--- config.mk ---
export PLATFORM = sky130hd
export DESIGN_NAME = ipi_cmd_unit
export DESIGN_NICKNAME = d
export VERILOG_FILES = /design/src/rtl/ipi_pkg.sv /design/src/rtl/ipi_wr_decode.sv /design/src/rtl/ipi_send_ctrl.sv /design/src/rtl/ipi_cmd_store.sv /design/src/rtl/ipi_cmd_unit.sv
export SDC_FILE = /design/constraint.sdc
export NUM_CORES = 1
export LEC_CHECK = 0
export ABC_CLOCK_PERIOD_IN_PS = 2200
export CORE_MARGIN = 2
export CORE_UTILIZATION = 36
export DETAILED_ROUTE_END_ITERATION = 10
export PLACE_DENSITY = 0.82
export SLEW_MARGIN = 20
export SYNTH_ARGS = -nofsm -noshare
export SYNTH_HDL_FRONTEND = slang
export SYNTH_SLANG_ARGS = --single-unit
--- constraint.sdc ---
create_clock -name clk -period 2.2 [get_ports clk]
set_input_delay 0.44 -clock clk [delete_from_list [all_inputs] [get_ports clk]]
set_output_delay 0.44 -clock clk [all_outputs]
set_load 0.05 [all_outputs]
--- src/rtl/ipi_pkg.sv ---
package ipi_pkg;
  localparam logic [11:0] OFF_CMD_LO = 12'h300;
  localparam logic [11:0] OFF_CMD_HI = 12'h310;
  localparam logic [11:0] OFF_SELF   = 12'h3F0;
  localparam int unsigned VEC_W       = 8;
  localparam int unsigned LEG_ID_W    = 8;
  localparam int unsigned LEG_ID_LSB  = 24;
  localparam int unsigned STATUS_BIT  = 12;
  localparam int unsigned LOGICAL_BIT = 11;
  localparam int unsigned SH_LSB      = 18;

  typedef enum logic [1:0] {
    SH_NONE   = 2'd0,
    SH_SELF   = 2'd1,
    SH_ALL    = 2'd2,
    SH_OTHERS = 2'd3
  } shorthand_e;

  function automatic logic [VEC_W-1:0] lo_vector(input logic [31:0] lo);
    return lo[VEC_W-1:0];
  endfunction

  function automatic logic [1:0] lo_short(input logic [31:0] lo);
    return lo[SH_LSB +: 2];
  endfunction

  function automatic logic lo_logical(input logic [31:0] lo);
    return lo[LOGICAL_BIT];
  endfunction

  function automatic logic [31:0] self_cmd(input logic [VEC_W-1:0] vec);
    logic [31:0] r;
    r = '0;
    r[VEC_W-1:0] = vec;
    r[SH_LSB +: 2] = SH_SELF;
    return r;
  endfunction

  function automatic logic [31:0] status_view(input logic [31:0] lo, input logic busy);
    logic [31:0] r;
    r = lo;
    r[STATUS_BIT] = busy;
    return r;
  endfunction
endpackage

--- src/rtl/ipi_wr_decode.sv ---
module ipi_wr_decode
  import ipi_pkg::*;
#(
  parameter int unsigned ADDR_W = 12
) (
  input  logic              wr_en,
  input  logic [ADDR_W-1:0] wr_addr,
  input  logic              ext_mode,
  output logic              hit_lo,
  output logic              hit_hi,
  output logic              hit_self
);
  always_comb begin
    hit_lo   = wr_en && (wr_addr == ADDR_W'(OFF_CMD_LO));
    hit_hi   = wr_en && !ext_mode && (wr_addr == ADDR_W'(OFF_CMD_HI));
    hit_self = wr_en && ext_mode && (wr_addr == ADDR_W'(OFF_SELF));
  end

  // at most one register is selected by any write
  always_comb begin
    a_r9_hits_exclusive: assert ($onehot0({hit_lo, hit_hi, hit_self}));
  end
endmodule

--- src/rtl/ipi_send_ctrl.sv ---
module ipi_send_ctrl (
  input  logic clk,
  input  logic rst_n,
  input  logic launch,
  input  logic req_ready,
  output logic pending,
  output logic load,
  output logic err
);
  logic collide;

  always_comb begin
    load    = launch && !pending;
    collide = launch && pending;
  end

  always_ff @(posedge clk) begin
    if (!rst_n) begin
      pending <= 1'b0;
      err     <= 1'b0;
    end else begin
      if (load) pending <= 1'b1;
      else if (pending && req_ready) pending <= 1'b0;
      if (collide) err <= 1'b1;
    end
  end

  a_r8_valid_after_load: assert property (@(posedge clk) disable iff (!rst_n)
    load |=> pending);
  a_r6_single_issue: assert property (@(posedge clk) disable iff (!rst_n)
    (pending && req_ready && !launch) |=> !pending);
  a_r7_collide_err: assert property (@(posedge clk) disable iff (!rst_n)
    collide |=> err);
  a_r7_err_sticky: assert property (@(posedge clk) disable iff (!rst_n)
    err |=> err);
endmodule

--- src/rtl/ipi_cmd_store.sv ---
module ipi_cmd_store
  import ipi_pkg::*;
#(
  parameter int unsigned ADDR_W = 12,
  parameter int unsigned DEST_W = 32
) (
  input  logic              clk,
  input  logic              rst_n,
  input  logic              ext_mode,
  input  logic              hit_hi,
  input  logic              load,
  input  logic              load_self,
  input  logic [63:0]       wr_data,
  input  logic              pending,
  input  logic [ADDR_W-1:0] rd_addr,
  output logic [VEC_W-1:0]  vec,
  output logic [DEST_W-1:0] dest,
  output logic [1:0]        sh,
  output logic              logical,
  output logic [63:0]       rd_data
);
  logic [LEG_ID_W-1:0] leg_id;
  logic [31:0]         cmd_lo;
  logic [DEST_W-1:0]   cmd_dest;

  always_ff @(posedge clk) begin
    if (!rst_n) begin
      leg_id   <= '0;
      cmd_lo   <= '0;
      cmd_dest <= '0;
    end else begin
      if (hit_hi) leg_id <= wr_data[LEG_ID_LSB +: LEG_ID_W];
      if (load) begin
        if (load_self) begin
          cmd_lo   <= self_cmd(wr_data[VEC_W-1:0]);
          cmd_dest <= '0;
        end else begin
          cmd_lo   <= wr_data[31:0];
          cmd_dest <= ext_mode ? wr_data[32 +: DEST_W] : DEST_W'(leg_id);
        end
      end
    end
  end

  always_comb begin
    vec     = lo_vector(cmd_lo);
    sh      = lo_short(cmd_lo);
    logical = lo_logical(cmd_lo);
    dest    = cmd_dest;
  end

  always_comb begin
    rd_data = '0;
    if (rd_addr == ADDR_W'(OFF_CMD_LO)) begin
      if (ext_mode) rd_data = {32'(cmd_dest), status_view(cmd_lo, 1'b0)};
      else          rd_data = {32'd0, status_view(cmd_lo, pending)};
    end else if (rd_addr == ADDR_W'(OFF_CMD_HI) && !ext_mode) begin
      rd_data[LEG_ID_LSB +: LEG_ID_W] = leg_id;
    end
  end

  // the wide model never reports a busy status
  always_comb begin
    if (ext_mode && rd_addr == ADDR_W'(OFF_CMD_LO))
      a_r4_no_status_ext: assert (rd_data[STATUS_BIT] == 1'b0);
  end
endmodule

--- src/rtl/ipi_cmd_unit.sv ---
module ipi_cmd_unit
  import ipi_pkg::*;
#(
  parameter int unsigned ADDR_W = 12,
  parameter int unsigned DEST_W = 32
) (
  input  logic              clk,
  input  logic              rst_n,
  input  logic              ext_mode,
  input  logic              wr_en,
  input  logic [ADDR_W-1:0] wr_addr,
  input  logic [63:0]       wr_data,
  input  logic [ADDR_W-1:0] rd_addr,
  output logic [63:0]       rd_data,
  output logic              req_valid,
  input  logic              req_ready,
  output logic [VEC_W-1:0]  req_vector,
  output logic [DEST_W-1:0] req_dest,
  output logic [1:0]        req_shorthand,
  output logic              req_logical,
  output logic              send_err
);
  logic hit_lo, hit_hi, hit_self;
  logic launch, load, pending;

  ipi_wr_decode #(.ADDR_W(ADDR_W)) u_dec (
    .wr_en(wr_en), .wr_addr(wr_addr), .ext_mode(ext_mode),
    .hit_lo(hit_lo), .hit_hi(hit_hi), .hit_self(hit_self)
  );

  assign launch = hit_lo || hit_self;

  ipi_send_ctrl u_ctrl (
    .clk(clk), .rst_n(rst_n), .launch(launch), .req_ready(req_ready),
    .pending(pending), .load(load), .err(send_err)
  );

  ipi_cmd_store #(.ADDR_W(ADDR_W), .DEST_W(DEST_W)) u_store (
    .clk(clk), .rst_n(rst_n), .ext_mode(ext_mode), .hit_hi(hit_hi),
    .load(load), .load_self(hit_self), .wr_data(wr_data), .pending(pending),
    .rd_addr(rd_addr), .vec(req_vector), .dest(req_dest), .sh(req_shorthand),
    .logical(req_logical), .rd_data(rd_data)
  );

  assign req_valid = pending;

  a_r6_hold_stable: assert property (@(posedge clk) disable iff (!rst_n)
    (req_valid && !req_ready) |=> (req_valid && $stable(req_vector) &&
      $stable(req_dest) && $stable(req_shorthand) && $stable(req_logical)));
  a_r5_split_self_ignored: assert property (@(posedge clk) disable iff (!rst_n)
    (!ext_mode && wr_en && wr_addr == ADDR_W'(OFF_SELF) && !req_valid) |=> !req_valid);
  a_r3_busy_mirror: assert property (@(posedge clk) disable iff (!rst_n)
    (!ext_mode && rd_addr == ADDR_W'(OFF_CMD_LO)) |-> (rd_data[STATUS_BIT] == req_valid));
  a_r7_ignored_keeps: assert property (@(posedge clk) disable iff (!rst_n)
    (req_valid && !req_ready && launch) |=> ($stable(req_vector) && $stable(req_dest)));
endmodule

* Word-level counts from Yosys, hierarchy flattened *
Index checks and enable logic that the tools add are counted.

word-level totals
  input bits = 93
  output and inout bits = 109
  bits in registers = 74
  word-level logic and storage cells = 33

cells by class
  muxes and demuxes = 10
  eq/ne operators = 5
  reductions and logical operators = 13

operators by type and width
  operator                number
  $mux W32                4
  $mux W64                1
  $eq A12 B10 Y1 const B  5
  $mux W24                1
  $mux W8                 2
  $logic_and A1 B1 Y1     9
  $logic_not A1 Y1        2
  $mux W1                 2
  $reduce_bool A2 Y1      1
  $logic_or A1 B1 Y1      1

* Logic depth before layout (Yosys ltp) *
Gate-level depths: netlist (run 1).

  word-level depth = 5
  mapped depth = 6
  depth with buffers taken out = 4

* Hierarchy *
A second synthesis (run 1) with hierarchy kept.

second synthesis, totals
  cell total of the unflattened synthesis = 433
  area, all modules = 3718.6 µm²

by module, submodules not included
  module         area an instance (µm²)  cells each  sequential area each (µm²)  instances
  ipi_cmd_store  3545.9                  415         1421.4                      1
  ipi_wr_decode  95.1                    10          0.0                         1
  ipi_send_ctrl  71.3                    7           40.0                        1
  ipi_cmd_unit   6.3                     1           0.0                         1

* Worst setup path after synthesis (run 1) *
No wires, ideal clock.

  path kind = input to output
  start point = input rd_addr[5]
  end point = output rd_data[32]
  required time = 1.760 ns
  data arrival time = 2.148 ns
  buffers on the path = 1
  stages = 4
  setup slack = -0.388 ns
  path through = or4b_1 > nor4_4 > buf_2 > and3_1

on the way
  longest elaborated chain between the ends = 2

ends and longest elaborated chain
  item            line                 text
  from (decl)     ipi_cmd_unit.sv:13   input logic [ADDR_W-1:0] rd_addr,
  $eq A12 B10 Y1  ipi_cmd_store.sv:54  if (rd_addr == ADDR_W'(OFF_CMD_LO)) begin
  $mux W32        ipi_cmd_store.sv:54
  to (decl)       ipi_cmd_unit.sv:14   output logic [63:0] rd_data,

Every way passes these cells.

* Worst setup path in the final report (run 1) *
  start point = input rd_addr[2]
  end point = output rd_data[62]

The elaborated chain is that of the path after synthesis.

==> results.tsv, run 1 <==
stage	metric	value	unit
floorplanning	die width	106	um
placement	Placed Area	6690	um^2
global_routing	pin count of the biggest net entering global routing	57	
yosys	fraction of registers with async set/reset	0	%
floorplanning	die height	106	um
yosys	cell type with the largest total area after synthesis	dfxtp_1	
yosys	Distinct cells, synth	37	
cells_and_area	share of cells above drive strength 1	32.2	%
power_and_ir_drop	worst vdd ir	0.283	mV
timing	unrepaired setup endpoints after global routing	yes	
run_status	status	finished with violations	
yosys	syn nets	533	
timing	Worst Tran Pin Value	0.768	ns
timing	Post-Route Skew	0.0154	ns
routing	Detailed Route Iter0 Violations	167	
yosys	sequential area share after synthesis	38.9	%
clock_network	CTS H-tree depth	3	
clock_network	clk slew on worst S/H paths	0.08	ns
hold_path	worst hold path class	register to register	
clock_network	CTS tree	done	
yosys	Post-Synthesis Cells	440	
global_routing	number of global-route vias before repair	4239	
timing	min cycle time layout	2.57	ns
clock_network	number of CTS-inserted buffers	9	
global_routing	GRT Util Overall	24.2	%
clock_network	clk buf depth	2	
placement	GPL Wtd Cong	0.804	
worst_setup_path	CP Launch Type	input port	
routing	drt drc	0	
flow_run	max cap viols	0	
worst_setup_path	CP endpoint kind	output pin	
worst_setup_path	R2R setup slack	0.74	ns
timing	fmax	389	MHz
floorplanning	Core Rows	37	
timing	Final Setup Violations	64	
cells_and_area	Nets	725	
worst_setup_path	kind of critical path	input port to output pin	
routing	antenna-violating nets left	0	
power_and_ir_drop	PwrDens	369	nW/um^2
routing	Vias/cell	5.46	
yosys	yosys warns	0	
placement	Post-DP HPWL	9.25	mm
cells_and_area	area delta synth->final	94.3	%
worst_setup_path	CP arrival	2.13	ns
routing	Detailed Routing Iterations Pass 1	4	
cells_and_area	cell area after layout	7300	um^2
timing	final worst path period share	117	%
clock_network	clock sinks	73	
yosys	Synth Cell Area	3750	um^2
worst_setup_path	CP max FO	8	
timing	Final Slew Violations	0	
yosys	Synth area leaders	dfxtp_1 39%, mux2i_1 13%, nand4_1 6.7%	
floorplanning	Initial Util	36.7	%
timing	total negative setup slack	-21.18	ns
yosys	Post-synth EDFFs	0	
worst_setup_path	Worst Path Required	1.76	ns
hold_path	Hold Path Cell Cnt	2	
power_and_ir_drop	cell leakage power	2.65	nW
clock_network	Worst-Skew Late Latency	0.34	ns
routing	Post-Route WL	14.2	mm
floorplanning	total die area	11300	um^2
placement	dpl ws	-0.697	ns
clock_network	clk root buf	clkbuf_8	
cells_and_area	ant diodes	0	
timing	Worst Setup Slack, final	-0.371	ns
global_routing	Overflow after GRT	0	
global_routing	first-pass GRT wire length	21.7	mm
yosys	Avg Cell Area, Syn	8.53	um^2
floorplanning	core area	10200	um^2
global_routing	initial antenna violation count	0	
run_status	failing checks	setup timing	
floorplanning	Ports	202	
power_and_ir_drop	Design Power	2.69	mW
yosys	Synth top area share	38.9	%
worst_setup_path	cells on worst reg2reg path	4	
routing	Avg WL per Cell	18.4	um
yosys	Main synth FF type	dfxtp_1	
placement	IO buf count	200	
timing	Final Hold Vio Count	0	
timing	Slew HR	48.8	%
yosys	synthesis-stage register bit count	73	
routing	Vias	4219	
==> Yosys cell counts (3+ instances only) <==
| master | instances |
|---|---|
| and2_1 | 23 |
| mux2_2 | 8 |
| a21oi_1 | 23 |
| mux2i_1 | 47 |
| nand4_1 | 40 |
| nand3_1 | 25 |
| a22o_1 | 8 |
| buf_4 | 14 |
| and3_1 | 32 |
| o21ai_0 | 23 |
| clkbuf_2 | 3 |
| dfxtp_1 | 73 |
| clkbuf_1 | 35 |
| nand2_1 | 58 |
==> timing repair <==
| item | CTS | global route |
|---|---|---|
| resized for setup | 53 | 39 |
| hold buffers | 0 | 0 |
| setup buffers | 5 | 3 |
| gates cloned | 4 | 3 |
| setup endpoints to repair | 64 | 64 |
| pin swaps | 7 | 25 |
==> layout make-up <==
| type | instances | area (um^2) |
|---|---|---|
| Multi-Input combinational cell | 311 | 2330 |
| Sequential cell | 73 | 1460 |
| Clock buffer | 9 | 124 |
| Clock inverter | 7 | 76.3 |
| Fill cell | 728 | 2940 |
| Tap cell | 136 | 170 |
| Timing Repair Buffer | 235 | 3130 |
| Inverter | 2 | 7.51 |
==> report_power, final <==
group          internal [mW]  switching [mW]  leakage [nW]  total, mW
logic                  0.183           0.124          1.96      0.306
registers               1.32        0.000117         0.588       1.32
clock network          0.532           0.536        0.0962       1.07
total                   2.03           0.659          2.65       2.69
==> worst max-delay path, cell delays in order <==
cell and delay (ns):
buf_6 0.09, or4b_4 0.55, nor4_4 0.26, buf_4 0.17, buf_6 0.12, buf_12 0.13, and3_2 0.22, buf_12 0.14
==> metal layers <==
metal  GRT usage (%)  vias up  part of all wire (%)
met3            6.56       17                   7.2
met4            8.55        0                   1.6
met2            43.1      179                    52
met5               0        -                     0
li1                -     1962                     -
met1            27.6     2061                    39
==> final timing paths <==
check	from	endpoint
max	rd_addr[2]	rd_data[62]
min	u_store.cmd_lo[13]	u_store.cmd_lo[13]
max reg2reg	u_ctrl.pending	u_store.dest[22]
min reg2reg	u_store.cmd_lo[13]	u_store.cmd_lo[13]
==> layout by cell type (no fill, tap or decap), drive strengths merged, types with 2 or more instances in the layout <==
master / synthesis / routed
clkdlybuf4s50: 0 / 123
buf: 16 / 104
dfxtp: 73 / 73
nand2: 58 / 58
mux2i: 47 / 47
nand4: 40 / 40
and3: 32 / 32
nand3: 25 / 25
and2: 23 / 23
o21ai: 23 / 23
a21oi: 23 / 23
clkbuf: 38 / 12
a22o: 8 / 8
mux2: 8 / 8
clkdlybuf4s15: 0 / 4
inv: 2 / 4
nor4: 3 / 3
or4b: 2 / 2
clkinvlp: 0 / 2
or3: 2 / 2
nor2: 2 / 2
clkinv: 0 / 2
==> registers in the layout (all words and copies together) (netlist names) <==
name and flops:
u_store.cmd_lo 31, u_ctrl.err 1, u_store.dest 32, u_store.leg_id 8, u_ctrl.pending 1
==> metrics by stage <==
step | instances | hold WS, ns | utilization, %
finish | 773 | 0.457 | 71.3
global placement | 743 | 0.438 | 65.4
CTS | 767 | 0.459 | 69.4
floorplan | 440 | 0.430 | -
global route | 773 | 0.479 | 71.3
detailed placement | 743 | 0.446 | 65.4
==> cell families after synthesis <==
kind of cell           share of synthesized area [%]
AOI/OAI and AO/OA                               9.10
DFF                                             38.9
and+or+nand+nor                                 29.9
buffers and inverters                           7.16
muxes                                           14.9
Note: power is estimated with default switching activity, not from simulation.
==> run 2: changes to the inputs <==
--- a/config.mk
+++ b/config.mk
@@ -6,6 +6,7 @@
 export NUM_CORES = 1
 export LEC_CHECK = 0
 export ABC_CLOCK_PERIOD_IN_PS = 2200
+export CORE_ASPECT_RATIO = 1.75
 export CORE_MARGIN = 2
 export CORE_UTILIZATION = 36
 export DETAILED_ROUTE_END_ITERATION = 10
==> run 2 against run 1 <==
Compared with the run above:
- the flow still finishes with violations (setup timing)
- critical path type unchanged
- worst setup slack got worse by 0.050 ns
- clock power increased by 58%
- critical path depth increased by 1
- combinational power about the same
- highest routed layer unchanged
==> results.tsv, run 2 (synthesis results as in run 1) <==
stage	metric	value	unit	change
global_routing	met2 Use GR	50.6	%	+7.5 points
worst_setup_path	Worst Path Required	1.76	ns	about the same
clock_network	Worst-Skew Late Latency	0.33	ns	about the same
timing	Final Hold Vio Count	0		unchanged
timing	Post-Route Skew	0.0113	ns	-0.00411 ns
global_routing	Overflow after GRT	0		unchanged
global_routing	pin count of the biggest net entering global routing	72		+26%
timing	Final Setup Violations	64		unchanged
clock_network	clk root buf	clkbuf_16		
routing	Vias/cell	5.68		+4.1%
clock_network	CTS H-tree depth	3		unchanged
timing	Worst Tran Pin Value	0.792	ns	+0.0246 ns
worst_setup_path	CP arrival	2.18	ns	+0.05 ns
global_routing	initial antenna violation count	0		unchanged
floorplanning	Ports	202		unchanged
global_routing	GRT Util Overall	27.8	%	+3.6 points
global_routing	gr busiest metal	met2		
routing	antenna-violating nets left	0		unchanged
timing	final worst path period share	119	%	+2.3 points
routing	Avg WL per Cell	20.5	um	+11%
global_routing	number of global-route vias before repair	4503		+6.2%
routing	drt drc	0		unchanged
floorplanning	Initial Util	36.7	%	about the same
cells_and_area	area delta synth->final	101	%	
hold_path	Hold Path Cell Cnt	2		unchanged
cells_and_area	share of cells above drive strength 1	32.7	%	+0.48 points
clock_network	clk slew on worst S/H paths	0.06	ns	-0.02 ns
worst_setup_path	CP Launch Type	input port		
flow_run	max cap viols	0		unchanged
routing	Vias	4373		+3.7%
floorplanning	Core Rows	49		+32%
routing	Detailed Route Iter0 Violations	240		+44%
timing	Final Slew Violations	0		unchanged
global_routing	global routing usage on met3	5.92	%	-0.64 points
floorplanning	die width	81.2	um	-23%
routing	Detailed Routing Iterations Pass 1	4		unchanged
placement	Post-DP HPWL	10.2	mm	+11%
global_routing	first-pass GRT wire length	23.9	mm	+9.9%
hold_path	worst hold path class	register to register		
timing	unrepaired setup endpoints after global routing	yes		
worst_setup_path	kind of critical path	input port to output pin		
worst_setup_path	cells on worst reg2reg path	4		unchanged
floorplanning	die height	139	um	+31%
cells_and_area	most frequent cells in the layout	123 x clkdlybuf4s50_1, 76 x buf_12, 73 x dfxtp_1, 58 x nand2_1, 47 x mux2i_1		
timing	Slew HR	47.1	%	-1.6 points
power_and_ir_drop	cell leakage power	2.73	nW	+3.2%
run_status	failing checks	setup timing		
floorplanning	core area	10200	um^2	about the same
global_routing	GR Util met1	28.2	%	+0.54 points
clock_network	number of CTS-inserted buffers	9		unchanged
cells_and_area	fill count	629		-14%
power_and_ir_drop	Design Power	3.32	mW	+23%
clock_network	clock sinks	73		unchanged
cells_and_area	commonest non-fill, non-tap cell in the layout	clkdlybuf4s50_1		
floorplanning	total die area	11300	um^2	+0.28%
placement	IO buf count	200		unchanged
routing	Post-Route WL	15.8	mm	+11%
clock_network	CTS tree	done		
placement	GPL Wtd Cong	0.885		+10%
worst_setup_path	CP max FO	6		-2
run_status	status	finished with violations		
clock_network	clk buf depth	2		unchanged
cells_and_area	flip-flop count of the largest register after layout	32		unchanged
worst_setup_path	CP endpoint kind	output pin		
cells_and_area	Final Util	73.6	%	+2.3 points
power_and_ir_drop	worst vdd ir	0.460	mV	+63%
timing	min cycle time layout	2.62	ns	+0.0503 ns
clock_network	Hold-fix buffers, CTS	0		unchanged
timing	Worst Setup Slack, final	-0.422	ns	-0.0503 ns
cells_and_area	ant diodes	0		unchanged
timing	fmax	381	MHz	-1.9%
power_and_ir_drop	PwrDens	440	nW/um^2	+19%
cells_and_area	Nets	731		+0.83%
-- run 2: critical path: stages --
cell	delay [ns]
clkdlybuf4s15_1	0.16
or4b_4	0.48
nor4_4	0.26
buf_6	0.16
buf_12	0.11
buf_12	0.11
buf_16	0.12
and3b_2	0.21
buf_12	0.14
-- run 2: layer usage --
layer / routed length, um / vias to the layer above
met5: 0 / -
met4: 776 / 0
met3: 947 / 52
met2: 8860 / 218
met1: 5230 / 2126
li1: - / 1977
-- run 2: cell type report --
cell class              instances  area, um^2  area share [%]
clock buffers                  10         229            3.04
clock inverters                 6         115            1.53
inverters                       2        7.51          0.0996
multi-input cells             311        2330            30.9
flip-flops and latches         73        1460            19.4
well taps                     127         159            2.11
repair buffers                241        3240            43.0
-- run 2: metrics by stage --
| stage | instances | hold WS, ns | TNS [ns] | area, um^2 | setup slack (ns) |
|---|---|---|---|---|---|
| floorplan | 440 | 0.430 | -14.81 | 3870 | -0.248 |
| finish | 770 | 0.457 | -21.24 | 7540 | -0.422 |
| global route | 770 | 0.479 | -25.68 | 7540 | -0.492 |
| CTS | 768 | 0.459 | -24.52 | 7450 | -0.449 |
| global placement | 735 | 0.437 | -38.88 | 6650 | -0.659 |
| detailed placement | 735 | 0.443 | -43.47 | 6650 | -0.706 |
-- run 2: worst paths after layout --
path	from	to	slack [ns]
hold / removal	u_ctrl.err	u_ctrl.err	0.46
setup reg to reg	u_ctrl.pending	u_store.dest[2]	0.60
hold reg to reg	u_ctrl.err	u_ctrl.err	0.46
setup / recovery	rd_addr[9]	rd_data[12]	-0.42
-- run 2: what timing repair did --
action / 4_1_cts / 5_1_grt
pin swaps: 8 / 9
buffers inserted: 10 / 2
endpoints found under the setup margin: 64 / 64
cloned: 7 / 3
resized for setup: 67 / 35
hold endpoints to repair: 0 / 0
-- run 2: where the power goes --
group | internal (mW) | leakage (nW) | switching (mW)
clock | 1.11 | 0.163 | 0.572
combinational | 0.182 | 1.98 | 0.127
sequential | 1.32 | 0.588 | 0.000119
total | 2.62 | 2.73 | 0.699
